`src/rtl/dith_pkg.sv`:
```
package dith_pkg;
  localparam int RANK_W = 2;

  typedef struct packed {
    logic row_odd;
    logic col_odd;
  } tile_pos_t;

  typedef logic [RANK_W-1:0] rank_t;
endpackage

```
`src/rtl/dith_rank.sv`:
```
module dith_rank
  import dith_pkg::*;
(
  input  tile_pos_t pos,
  output rank_t     rank
);
  // order matrix: row even -> 0,2 ; row odd -> 3,1
  always_comb begin
    unique case ({pos.row_odd, pos.col_odd})
      2'b00:   rank = 2'd0;
      2'b01:   rank = 2'd2;
      2'b10:   rank = 2'd3;
      default: rank = 2'd1;
    endcase
  end
endmodule

```
`src/rtl/dith_level_sel.sv`:
```
module dith_level_sel
  import dith_pkg::*;
#(
  parameter int GRAY_W = 6
) (
  input  logic [GRAY_W-1:0] gray,
  input  rank_t             rank,
  output logic [GRAY_W-3:0] level
);
  localparam int LVL_W = GRAY_W - 2;
  localparam logic [LVL_W-1:0] LVL_TOP = '1;

  logic [LVL_W-1:0]  coarse;
  logic [RANK_W-1:0] rem;
  logic              lift;
  logic              at_top;

  always_comb begin
    coarse = gray[GRAY_W-1:RANK_W];
    rem    = gray[RANK_W-1:0];
    lift   = (rank < rem);
    at_top = (coarse == LVL_TOP);
    if (lift && !at_top) level = coarse + 1'b1;
    else                 level = coarse;
  end
endmodule

```
`src/rtl/dith_out_reg.sv`:
```
module dith_out_reg #(
  parameter int W = 4
) (
  input  logic         clk,
  input  logic         rst_n,
  input  logic         load,
  input  logic [W-1:0] d,
  output logic         vld_q,
  output logic [W-1:0] q
);
  logic [W-1:0] q_nxt;
  logic         vld_nxt;

  always_comb begin
    vld_nxt = load;
    q_nxt   = q;
    if (load) q_nxt = d;
  end

  always_ff @(posedge clk or negedge rst_n) begin
    if (!rst_n) begin
      vld_q <= 1'b0;
      q     <= '0;
    end else begin
      vld_q <= vld_nxt;
      q     <= q_nxt;
    end
  end


  hold_when_idle_chk: assert property (@(posedge clk) disable iff (!rst_n)
    !load |=> $stable(q));
endmodule

```
`src/rtl/dither_interp.sv`:
```
module dither_interp
  import dith_pkg::*;
#(
  parameter int GRAY_W = 6
) (
  input  logic              clk,
  input  logic              rst_n,
  input  logic              in_valid,
  input  logic [GRAY_W-1:0] in_gray,
  input  logic              in_row_odd,
  input  logic              in_col_odd,
  output logic              out_valid,
  output logic [GRAY_W-3:0] out_level
);
  localparam int LVL_W = GRAY_W - 2;
  localparam logic [LVL_W-1:0] LVL_TOP = '1;

  tile_pos_t        pos;
  rank_t            rank;
  logic [LVL_W-1:0] level_d;

  assign pos.row_odd = in_row_odd;
  assign pos.col_odd = in_col_odd;

  dith_rank u_rank (
    .pos  (pos),
    .rank (rank)
  );

  dith_level_sel #(.GRAY_W(GRAY_W)) u_sel (
    .gray  (in_gray),
    .rank  (rank),
    .level (level_d)
  );

  dith_out_reg #(.W(LVL_W)) u_reg (
    .clk   (clk),
    .rst_n (rst_n),
    .load  (in_valid),
    .d     (level_d),
    .vld_q (out_valid),
    .q     (out_level)
  );


  valid_follow_chk: assert property (@(posedge clk) disable iff (!rst_n)
    in_valid |=> out_valid);


  valid_drop_chk: assert property (@(posedge clk) disable iff (!rst_n)
    !in_valid |=> !out_valid);


  zero_rem_chk: assert property (@(posedge clk) disable iff (!rst_n)
    (in_valid && in_gray[1:0] == 2'd0) |=> out_level == $past(in_gray[GRAY_W-1:2]));


  top_clamp_chk: assert property (@(posedge clk) disable iff (!rst_n)
    (in_valid && in_gray[GRAY_W-1:2] == LVL_TOP) |=> out_level == LVL_TOP);


  rank0_lift_chk: assert property (@(posedge clk) disable iff (!rst_n)
    (in_valid && !in_row_odd && !in_col_odd && in_gray[1:0] != 2'd0
     && in_gray[GRAY_W-1:2] != LVL_TOP)
    |=> out_level == $past(in_gray[GRAY_W-1:2]) + 1'b1);


  rank3_stay_chk: assert property (@(posedge clk) disable iff (!rst_n)
    (in_valid && in_row_odd && !in_col_odd)
    |=> out_level == $past(in_gray[GRAY_W-1:2]));
endmodule

```
`config.mk`:
```
export PLATFORM = sky130hd
export DESIGN_NAME = dither_interp
export DESIGN_NICKNAME = d
export VERILOG_FILES = /design/src/rtl/dith_pkg.sv /design/src/rtl/dith_rank.sv /design/src/rtl/dith_level_sel.sv /design/src/rtl/dith_out_reg.sv /design/src/rtl/dither_interp.sv
export SDC_FILE = /design/constraint.sdc
export NUM_CORES = 1
export LEC_CHECK = 0
export ABC_AREA = 1
export BUFFER_PORTS_ARGS = -buffer_cell sky130_fd_sc_hd__buf_2
export CAP_MARGIN = 20
export CELL_PAD_IN_SITES_DETAIL_PLACEMENT = 2
export CELL_PAD_IN_SITES_GLOBAL_PLACEMENT = 2
export CORE_MARGIN = 2
export CORE_UTILIZATION = 22
export CTS_CLUSTER_DIAMETER = 200
export DETAILED_ROUTE_END_ITERATION = 12
export HOLD_SLACK_MARGIN = 0.05
export PLACE_DENSITY_LB_ADDON = 0.05
export SLEW_MARGIN = 20
export SYNTH_ARGS = -nofsm -noshare
export SYNTH_HDL_FRONTEND = slang
export SYNTH_SLANG_ARGS = --single-unit
```
`constraint.sdc`:
```
create_clock -name clk -period 0.8 [get_ports clk]
set_input_delay 0.16 -clock clk [delete_from_list [all_inputs] [get_ports clk]]
set_output_delay 0.16 -clock clk [all_outputs]
set_load 0.01 [all_outputs]
```
==> impl_metrics.json <==
{
  "critical_path_class": "input pin to flop",
  "synth_edf_count": 0,
  "crit_path_end_kind": "flop",
  "setup_ws_ns": -0.2482,
  "numPortBuffers": 15,
  "overflow": 0,
  "core_area_um2": 1541,
  "synth.distinct_cells": 11,
  "grt_max_degree": 8,
  "drt_pre_antenna_iters": 1,
  "hold_violations": 0,
  "yosys_warnings": 0,
  "clock-sinks": 5,
  "wl_per_cell_um": 12.09,
  "synth_top_cells_by_count": "14 x nand2_1, 9 x inv_1, 7 x nand3_1",
  "hp-class": "input pin to flop",
  "synthArstFlopShare": 1.000,
  "leakage_nw": 0.3584,
  "powerDensity_nw_per_um2": 1437,
  "path_clk_slew_ns": 0.05,
  "nNetsFinal": 94,
  "hold-worst-slack_ns": 0.1383,
  "numCtsBuffers": 3,
  "total_power_mw": 0.9707,
  "cts_tree": "done",
  "cp.required_ns": 0.94,
  "drive_above_1_share": 0.5897,
  "syn_area_per_cell_um2": 7.213,
  "clkLatencyLatePin_ns": 0.24,
  "rsz0062_at_grt": "yes",
  "start_kind": "input pin",
  "first_global_vias": 476,
  "ys_seq_elements": 5,
  "grt_pass1_wl_mm": 1.973,
  "cts.path.max_buffers": 2,
  "synth_area_um2": 367.9,
  "place_area_um2": 548.0,
  "synthFlopType": "dfrtp_1",
  "dpl.hpwl_um": 887.8,
  "synth_area_leaders": "dfrtp_1 34%, nand2_1 14%, ha_1 14%",
  "setup_viol": 9,
  "synth_largest_area_cell": "dfrtp_1",
  "cts_max_level": 1,
  "finalCriticalPeriod_ns": 1.048,
  "postRouteAntennaNets": 0,
  "drtIter0Drc": 0,
  "ctsRootBufferMaster": "clkbuf_4",
  "gp_congestion": 0.6984,
  "relSlewSlack": 0.8784,
  "diodes": 0,
  "fin_cells": 94,
  "num_vias": 431,
  "rows": 14,
  "die_x_um": 44.89,
  "pin_count": 16,
  "outcome": "finished with violations",
  "yosysTopAreaCellShare": 0.3401,
  "syn2layout_area_growth_pct": 83.67,
  "critPathArrivalTime_ns": 1.18,
  "syn_inst": 51,
  "dp_slack_ns": -0.5732,
  "grtUsageTotal": 0.1354,
  "reg2reg_depth": 3,
  "fmax_mhz": 954.0,
  "synth_nets": 66,
  "wl_mm": 1.136,
  "yosysSeqAreaShare": 0.3401,
  "violations": "negative setup slack",
  "placedCellCount": 87,
  "dieHeight_um": 44.89,
  "holdPathStages": 1,
  "worst_pin_slew_ns": 0.1817,
  "die-area_um2": 2015,
  "grt_antenna_before_repair": 0,
  "fin_crit_sh": 1.310,
  "stdcell_area_um2": 675.6,
  "start_util": 0.2386,
  "ir_drop_v": 0.0007513,
  "crit_fanout": 7,
  "slew_violations": 0,
  "drc_errors": 0,
  "fillers": 180,
  "yosysMostFrequentCell": "nand2_1",
  "routed_via_density": 4.585,
  "fin_worst_skew_ns": 0,
  "maxCapViolCount": 0
}
cells by family (layout without fill, tap and decap cells):
kind of cell	Yosys count	count (layout)	synth area share
simple gates	30	30	0.4014
buf+inv	12	39	0.1224
flops	5	5	0.3401
fa+ha+maj	4	4	0.1361
timing repair:
| action | CTS | global route |
|---|---|---|
| pin swaps | 10 | 12 |
| setup endpoints to repair | 9 | 9 |
| buffers inserted | 1 | 1 |
| hold buffers | 1 | 0 |
| resized for setup | 8 | 11 |
| endpoints found under the hold margin | 5 | 0 |
| cloned | 0 | 0 |
metal layers:
| layer | vias up | GRT usage | part of all wire |
|---|---|---|---|
| met4 | 0 | 0.03529 | 0 |
| met5 | - | 0 | 0 |
| met1 | 206 | 0.1683 | 0.42 |
| met3 | 0 | 0.02400 | 0.038 |
| met2 | 11 | 0.2406 | 0.54 |
| li1 | 214 | - | - |
cell usage in the layout, fill, tap and decap left out, types with 3 or more instances in the layout:
master and n:
nand2_1 8, nand3_2 5, inv_2 3, dfrtp_1 5
buf_2 12, clkbuf_4 3, nand2_2 6, nand4_1 4
buf_4 7, inv_1 7
through the flow:
step	setup TNS [ns]	utilization
floorplan	-1.130	-
global route	-1.814	0.4383
detailed placement	-2.270	0.3555
finish	-1.482	0.4383
CTS	-1.575	0.4034
global placement	-2.284	0.3555
power breakdown:
| group | leakage, nW | switching, mW | internal [mW] |
|---|---|---|---|
| Combinational | 0.284 | 0.192 | 0.181 |
| Sequential | 0.0598 | 0.0144 | 0.284 |
| Clock | 0.0150 | 0.111 | 0.189 |
state kept, by name (all words and copies together), names as in the netlist:
register and flops:
u_reg.vld_q 1, u_reg.q 4
final timing paths:
path	end	from	slack, ns
worst min-delay path	u_reg.vld_q	in_valid	0.14
worst max-delay path	u_reg.q[3]	in_col_odd	-0.25
min in group asynchronous	u_reg.q[3]	rst_n	0.25
worst min register to register	u_reg.q[0]	u_reg.q[0]	0.49
worst max register to register	u_reg.q[3]	u_reg.q[3]	0.08
max in group asynchronous	u_reg.q[0]	rst_n	0.42
critical path: stages:
cell and delay [ns]:
buf_12 0.09, inv_12 0.03, ha_4 0.26, inv_4 0.03, ha_4 0.24, nand2_8 0.10, nand4_1 0.12, nand3_2 0.10
nand2_2 0.05
area by class of cell:
class	count	area, um2	area share
clock buffers	4	26.28	0.03889
inverters	12	60.06	0.08889
multi-input cells	34	279.0	0.4130
flip-flops and latches	5	125.1	0.1852
well taps	16	20.02	0.02963
repair buffers	23	165.2	0.2444
(Power assumes the default switching activity.)
